<file path="config.mk">
export PLATFORM = sky130hd
export DESIGN_NAME = seqmd_unit
export DESIGN_NICKNAME = d
export VERILOG_FILES = /design/src/rtl/seqmd_pkg.sv /design/src/rtl/seqmd_step.sv /design/src/rtl/seqmd_ctrl.sv /design/src/rtl/seqmd_datapath.sv /design/src/rtl/seqmd_unit.sv
export SDC_FILE = /design/constraint.sdc
export NUM_CORES = 1
export LEC_CHECK = 0
export ABC_AREA = 1
export BUFFER_PORTS_ARGS = -buffer_cell sky130_fd_sc_hd__buf_2
export CORE_MARGIN = 2
export CORE_UTILIZATION = 55
export DETAILED_ROUTE_END_ITERATION = 7
export GPL_TIMING_DRIVEN = 0
export HOLD_SLACK_MARGIN = 0.15
export PLACE_DENSITY = 0.85
export SLEW_MARGIN = 5
export SYNTH_ARGS = -nofsm -noshare
export SYNTH_HDL_FRONTEND = slang
export SYNTH_HIERARCHICAL = 1
export SYNTH_SLANG_ARGS = --single-unit
</file>
<file path="constraint.sdc">
create_clock -name clk -period 2.36 [get_ports clk]
set_input_delay 0.236 -clock clk [delete_from_list [all_inputs] [get_ports clk]]
set_output_delay 0.236 -clock clk [all_outputs]
set_load 0.01 [all_outputs]
</file>
<file path="src/rtl/seqmd_pkg.sv">
package seqmd_pkg;

    typedef enum logic [1:0] {
        ST_IDLE = 2'd0,
        ST_MUL  = 2'd1,
        ST_DIV  = 2'd2,
        ST_DONE = 2'd3
    } md_state_e;

endpackage

</file>
<file path="src/rtl/seqmd_step.sv">
// Combinational single step: shift-right with conditional add, or
// shift-left with a restoring trial subtraction.
module seqmd_step #(
    parameter int W = 8
) (
    input  logic         div_mode,
    input  logic [W-1:0] p_cur,
    input  logic [W-1:0] a_cur,
    input  logic [W-1:0] b_cur,
    output logic [W-1:0] p_nxt,
    output logic [W-1:0] a_nxt
);
    logic [W:0] add_sum;
    logic [W:0] shl_p;
    logic [W:0] trial;
    logic       trial_neg;

    always_comb begin
        add_sum   = {1'b0, p_cur} + {1'b0, (a_cur[0] ? b_cur : {W{1'b0}})};
        shl_p     = {p_cur, a_cur[W-1]};
        trial     = shl_p - {1'b0, b_cur};
        trial_neg = trial[W];
        if (div_mode) begin
            p_nxt = trial_neg ? shl_p[W-1:0] : trial[W-1:0];
            a_nxt = {a_cur[W-2:0], ~trial_neg};
        end else begin
            p_nxt = add_sum[W:1];
            a_nxt = {add_sum[0], a_cur[W-1:1]};
        end
    end
endmodule

</file>
<file path="src/rtl/seqmd_ctrl.sv">
module seqmd_ctrl
    import seqmd_pkg::*;
#(
    parameter int W = 8
) (
    input  logic clk,
    input  logic rst_n,
    input  logic start,
    input  logic op_div,
    output logic load,
    output logic step,
    output logic div_mode,
    output logic busy,
    output logic done
);
    localparam int CW = $clog2(W + 1);

    md_state_e     state_q, state_d;
    logic [CW-1:0] cnt_q;
    logic          accept;
    logic          last_step;

    assign accept    = start && (state_q == ST_IDLE || state_q == ST_DONE);
    assign last_step = (cnt_q == CW'(W - 1));

    always_comb begin
        state_d = state_q;
        unique case (state_q)
            ST_IDLE: if (accept) state_d = op_div ? ST_DIV : ST_MUL;
            ST_MUL:  if (last_step) state_d = ST_DONE;
            ST_DIV:  if (last_step) state_d = ST_DONE;
            ST_DONE: state_d = accept ? (op_div ? ST_DIV : ST_MUL) : ST_IDLE;
        endcase
    end

    always_ff @(posedge clk) begin
        if (!rst_n) begin
            state_q <= ST_IDLE;
            cnt_q   <= '0;
        end else begin
            state_q <= state_d;
            if (accept)
                cnt_q <= '0;
            else if (step)
                cnt_q <= cnt_q + CW'(1);
        end
    end

    always_comb begin
        load     = accept;
        step     = 1'b0;
        div_mode = 1'b0;
        busy     = 1'b0;
        done     = 1'b0;
        unique case (state_q)
            ST_IDLE: ;
            ST_MUL:  begin step = 1'b1; busy = 1'b1; end
            ST_DIV:  begin step = 1'b1; busy = 1'b1; div_mode = 1'b1; end
            ST_DONE: done = 1'b1;
        endcase
    end
endmodule

</file>
<file path="src/rtl/seqmd_datapath.sv">
module seqmd_datapath #(
    parameter int W = 8
) (
    input  logic         clk,
    input  logic         rst_n,
    input  logic         load,
    input  logic         step,
    input  logic         div_mode,
    input  logic         op_div,
    input  logic [W-1:0] opa,
    input  logic [W-1:0] opb,
    output logic [W-1:0] p_out,
    output logic [W-1:0] a_out,
    output logic         dz_out
);
    logic [W-1:0] p_q, a_q, b_q;
    logic [W-1:0] p_nx, a_nx;
    logic         dz_q;

    seqmd_step #(.W(W)) step_i (
        .div_mode (div_mode),
        .p_cur    (p_q),
        .a_cur    (a_q),
        .b_cur    (b_q),
        .p_nxt    (p_nx),
        .a_nxt    (a_nx)
    );

    always_ff @(posedge clk) begin
        if (!rst_n) begin
            p_q  <= '0;
            a_q  <= '0;
            b_q  <= '0;
            dz_q <= 1'b0;
        end else if (load) begin
            p_q  <= '0;
            a_q  <= opa;
            b_q  <= opb;
            dz_q <= op_div && (opb == '0);
        end else if (step) begin
            p_q <= p_nx;
            a_q <= a_nx;
        end
    end

    assign p_out  = p_q;
    assign a_out  = a_q;
    assign dz_out = dz_q;
endmodule

</file>
<file path="src/rtl/seqmd_unit.sv">
module seqmd_unit #(
    parameter int W = 8
) (
    input  logic         clk,
    input  logic         rst_n,
    input  logic         start,
    input  logic         op_div,
    input  logic [W-1:0] opa,
    input  logic [W-1:0] opb,
    output logic [W-1:0] res_hi,
    output logic [W-1:0] res_lo,
    output logic         busy,
    output logic         done,
    output logic         div_zero
);
    logic load, step, div_mode;

    seqmd_ctrl #(.W(W)) ctrl_i (
        .clk      (clk),
        .rst_n    (rst_n),
        .start    (start),
        .op_div   (op_div),
        .load     (load),
        .step     (step),
        .div_mode (div_mode),
        .busy     (busy),
        .done     (done)
    );

    seqmd_datapath #(.W(W)) dp_i (
        .clk      (clk),
        .rst_n    (rst_n),
        .load     (load),
        .step     (step),
        .div_mode (div_mode),
        .op_div   (op_div),
        .opa      (opa),
        .opb      (opb),
        .p_out    (res_hi),
        .a_out    (res_lo),
        .dz_out   (div_zero)
    );
endmodule

</file>
# Word level (Yosys, flattened, before mapping)
# Cells that the tools add are included.
# op_classes
n_bitwise	2
n_reduce_logical	9
muxes	14
n_eq_ne	6
addsub	3
# ops
op	n
$mux 8	6
$add 8x8->9	1
$sub 9x8->9	1
$logic_not 8->1	1
$mux 2	4
$pmux 2 s3	1
$add 4x1->4 const B	1
$eq 2x2->1 const B	2
$eq 4x3->1 const B	1
$ne 2x1->1 const B	2
$reduce_or 2->1	2
$mux 1	3
$eq 2x1->1 const B	1
$logic_and 1x1->1	2
$logic_not 2->1	1
$not 1->1	2
$reduce_and 2->1	1
$reduce_bool 2->1	1
$logic_or 1x1->1	1
# totals
regBits	31
wordCells	40
inputBits	20
out_inout_bits	19

# Longest topological paths before layout
# depth
word_depth	5
ltp_mapped	15
ltp_nobuf	15

# Cells and area by module
# Netlist, hierarchy kept.
# modules_own_cells
module	cells_each	area_per_inst_um2	n_inst	seq_area_each_um2
seqmd_step	223	1174.9	1	0.0
seqmd_datapath	136	1032.2	1	500.5
seqmd_ctrl	52	384.1	1	120.1

# Worst setup path before layout
# No wires, ideal clock.
# synth_timing
kind	flip-flop to flip-flop
startpoint	reg dp_i.a_q[0], in the netlist dp_i/a_out[0]
endpoint	reg dp_i.p_q[5], in the netlist dp_i/p_out[5]
setup_slack_ns	0.277
synth_period_minus_slack_ns	2.083
t_arrival_ns	2.013
required_ns	2.290
setup_time_ns	0.070
stages_incl_launch_ff	14
n_path_buf	1
path_cell_list	dfxtp_1 clkbuf_1 nand2_1 inv_1 ha_1 inv_1 fa_1 o21ai_1 a21oi_1 nand2_1 nand3_1 nand2_1 nand2_1 a21oi_1
# synth_between
elab_chain_len	3
# synth_rtl
item	line	rtl
start, declared	seqmd_datapath.sv:16	logic [W-1:0] p_q, a_q, b_q;
start signal, assigned	seqmd_datapath.sv:37	a_q <= opa;
start signal, assigned	seqmd_datapath.sv:42	a_q <= a_nx;
$mux 8	seqmd_step.sv:19	add_sum = {1'b0, p_cur} + {1'b0, (a_cur[0] ? b_cur : {W{1'b0}})};
$add 8x8->9	seqmd_step.sv:19	
$mux 8	seqmd_step.sv:23	if (div_mode) begin
net dp_i.p_nx[5]	seqmd_datapath.sv:17	logic [W-1:0] p_nx, a_nx;
end signal, assigned	seqmd_datapath.sv:41	p_q <= p_nx;
end, declared	seqmd_datapath.sv:16	
# The timed path passes the listed nets, and every way through them passes these cells.
# A chain may end at the register's enable or synchronous reset.

# Worst setup path in the final report
# layout_timing
startpoint	reg dp_i.a_q[7], in the netlist dp_i/a_out[7]
endpoint	reg dp_i.p_q[6], in the netlist dp_i/p_out[6]
# layout_between
elab_chain_len	3
# layout_rtl
item	line	rtl
$sub 9x8->9	seqmd_step.sv:21	trial = shl_p - {1'b0, b_cur};
$mux 8	seqmd_step.sv:24	p_nxt = trial_neg ? shl_p[W-1:0] : trial[W-1:0];
$mux 8	seqmd_step.sv:23	
net dp_i.p_nx[6]	seqmd_datapath.sv:17	
# The timed path passes the listed nets, and every way through them passes these cells.

==> flow_metrics.py <==
metrics = {
    "cells_and_area": {
        "fin_nets": 498,
        "antenna_cells": 0,
        "syn2layout_area_growth_pct": 13.0,
        "drive_above_1_share": 0.193,
        "regArea_um2": 622,
        "fill_cells": 407,
        "final_util": 0.659,
        "fin_cells": 508,
        "multi_input_area_um2": 1620,
    },
    "drt": {
        "first_iter_violations": 157,
        "drc": 0,
        "drt-total-wl_um": 6190,
        "final_antenna_net_count": 0,
        "routedWlPerCell_um": 12.2,
        "num_vias": 2672,
        "dr.pass1.iters": 4,
        "viasPerCell": 5.26,
    },
    "floorplanning": {
        "pin_count": 39,
        "std_cell_rows": 24,
        "start_util": 0.583,
        "coreArea_um2": 4440,
        "dieArea_um2": 5280,
        "die_h_um": 72.6,
        "die_w_um": 72.6,
    },
    "clock_network": {
        "cts_made_buffers": 5,
        "clkLatencyLatePin_ns": 0.29,
        "clock_path_buffers": 2,
        "clock-root-buffer": "clkbuf_8",
        "clkTransAtPathRegs_ns": 0.07,
        "htree_levels": 2,
        "ctsHoldBuffers": 0,
        "cts_tree": "done",
        "cts.sinks": 31,
        "post_cts_buffers": 0,
    },
    "power_and_ir_drop": {
        "seq_power_share": 0.258,
        "p_leak_uw": 0.00164,
        "peakVddDrop_mv": 0.613,
        "p_per_area_nw_per_um2": 1070,
        "p_int_uw": 1570,
        "p_switching_uw": 1570,
        "power_frac_comb": 0.612,
        "p_sw_frac": 0.499,
        "p_clk_frac": 0.130,
    },
    "logic_synthesis": {
        "netlist.area_leader.share": 0.239,
        "synth_edf_count": 0,
        "synth_common_cells": "nand2_1, inv_1, nor2_1, dfxtp_1, nand3_1",
        "ys_ff_latch": 31,
        "async_flop_share": 0,
        "synth_top_cells_by_area": "dfxtp_1, nand2_1, ha_1",
        "synth.avg_cell_area_um2": 6.30,
        "seq_area_frac_synth": 0.239,
        "synth_top_area_cell": "dfxtp_1",
        "synth_fp_nets": 454,
        "syn_inst": 411,
        "synth_area_um2": 2590,
        "yosysUniqueCellTypes": 32,
        "yosysMostFrequentCell": "nand2_1",
        "ys.flop_type": "dfxtp_1",
        "yosysWarnings": 6,
    },
    "timing": {
        "grt_setup_unrepaired": "no",
        "relSlewSlack": 0.675,
        "max_freq_mhz": 476,
        "finalCriticalPeriod_ns": 2.10,
        "worst_pin_slew_ns": 0.488,
        "setup_viol_count_final": 0,
        "hold_viol": 0,
        "setup_tns_ns": 0,
        "period_share": 0.891,
        "skew_ns": 0.00407,
        "final_max_slew_viol_count": 0,
    },
    "flow_run": {
        "drv_cap": 0,
    },
    "setup_path": {
        "path_buf_inv": 2,
        "critPathCaptureType": "register",
        "start_kind": "register",
        "crit_fanout": 6,
        "max_stage_delay_ns": 0.40,
        "crit_top_cell": "nand2_1",
        "cp.arrival_ns": 2.27,
        "criticalPathCategory": "register to register",
        "cp_data_required_time_ns": 2.53,
        "crit_chain": "inv_1, ha_1, inv_1, fa_1, nand2_1, nand2_2, nand3_2, nand3_2, nand2_4, nand2_1, nand3_1, nand2_1, nand2_1, a21oi_1",
        "critPathTopFamily": "simple AND/OR/NAND/NOR gates",
        "worst_path_max_delay_cell": "fa_1",
    },
    "placed_design": {
        "io_buffer_count": 38,
        "gp_congestion": 0.873,
        "numPlacedInstances": 501,
        "dp_hpwl_um": 4900,
    },
    "global_route": {
        "track_usage": 0.255,
        "grt_antenna_before_repair": 0,
        "grt_pass1_vias": 2477,
        "grt_pass1_wl_um": 10600,
        "grt_start_max_net_pins": 12,
        "grt-ovfl-total": 0,
    },
    "min_path": {
        "hold_class": "primary input to register",
    },
    "outcome": {
        "outcome": "finished, final reports clean",
    },
}
[state kept, by name (all words and copies together) (netlist names)]
signal          count
dp_i/p_out          8
dp_i/dz_out         1
dp_i/b_q            8
ctrl_i/cnt_q        4
ctrl_i/state_q      2
dp_i/a_out          8
[final timing paths]
check	start	endpoint	slack, ns	cells past startpoint
hold / removal	opb[5]	dp_i/b_q[5]	0.21	3
hold reg to reg	dp_i/dz_out	dp_i/dz_out	0.46	2
setup reg to reg	dp_i/a_out[7]	dp_i/p_out[6]	0.26	14
setup / recovery	dp_i/a_out[7]	dp_i/p_out[6]	0.26	14
[area by class of cell]
| class | count | area share |
|---|---|---|
| clock buffers | 7 | 0.0261 |
| clock inverters | 1 | 0.00171 |
| plain buffers | 9 | 0.0248 |
| repair buffers | 38 | 0.0649 |
| inverters | 73 | 0.0935 |
| flip-flops and latches | 31 | 0.212 |
| multi-input cells | 297 | 0.554 |
| well taps | 52 | 0.0222 |
[routing by layer]
metal	vias to the layer above	track usage	share of wire
li1	1374	-	-
met1	1198	0.318	0.43
met2	91	0.437	0.50
met3	9	0.0470	0.059
met4	0	0.0905	0.014
met5	-	0	0
[power groups by stage]
stage / clock, µW / sequential (µW) / combinational (µW)
final: 408 / 810 / 1930
after global routing: 434 / 828 / 2190
after detailed placement: 0 / 800 / 1940
after floorplan: 0 / 791 / 1480
after global placement: 0 / 800 / 1870
after CTS: 419 / 804 / 1930
[placed cells by master, fill, tap and decap left out]
master | Yosys | routed
ha_1 | 21 | 21
nand2_4 | 2 | 2
clkbuf_1 | 2 | 3
dfxtp_2 | 0 | 1
o21ai_2 | 0 | 1
or2_2 | 2 | 2
nand2_2 | 10 | 10
or2_4 | 1 | 1
inv_2 | 4 | 4
nand3b_1 | 4 | 4
o21ai_0 | 16 | 16
nand2_1 | 118 | 118
a21oi_2 | 8 | 8
buf_2 | 1 | 39
nor2_1 | 32 | 32
a21oi_4 | 1 | 1
o21ai_1 | 9 | 8
nor2_2 | 1 | 1
buf_6 | 3 | 3
dfxtp_1 | 31 | 30
buf_4 | 4 | 4
xnor2_1 | 2 | 2
xor2_1 | 3 | 3
and3_2 | 1 | 1
a21oi_1 | 26 | 26
clkbuf_8 | 0 | 5
nor3b_2 | 1 | 1
nor3_2 | 1 | 1
nand3_2 | 2 | 2
a211oi_1 | 1 | 1
clkinv_2 | 0 | 1
fa_1 | 2 | 2
inv_1 | 69 | 69
o21bai_1 | 1 | 1
nand4_1 | 1 | 1
nand3_1 | 31 | 31
[cell families (layout without fill, tap and decap cells)]
kind of cell	after synthesis	count (layout)	synth area share
compound gates	62	62	0.138
xor+xnor	5	5	0.0169
fa+ha+maj	23	23	0.117
buf+inv	83	128	0.135
flops	31	31	0.239
simple gates	207	207	0.354
[what timing repair did]
item,4_1_cts,5_1_grt
pin swaps,0,0
gates resized for setup,0,2
setup endpoints to repair,3,3
[stage by stage]
| stage | area [µm²] | total power, µW | setup slack (ns) | hold slack (ns) |
|---|---|---|---|---|
| finish | 2930 | 3140 | 0.257 | 0.212 |
| global route | 2930 | 3460 | 0.0632 | 0.231 |
| CTS | 2920 | 3150 | 0.0725 | 0.204 |
| detailed placement | 2850 | 2740 | 0.00425 | 0.448 |
| global placement | 2850 | 2670 | 0.0535 | 0.440 |
| floorplan | 2590 | 2270 | 0.277 | 0.356 |
[worst min-delay path, delay by kind of cell]
kind / cells / cell delay, ns
buf+inv: 2 / 0.15
compound gates: 1 / 0.06
Note: power is estimated with default switching activity, not from simulation.
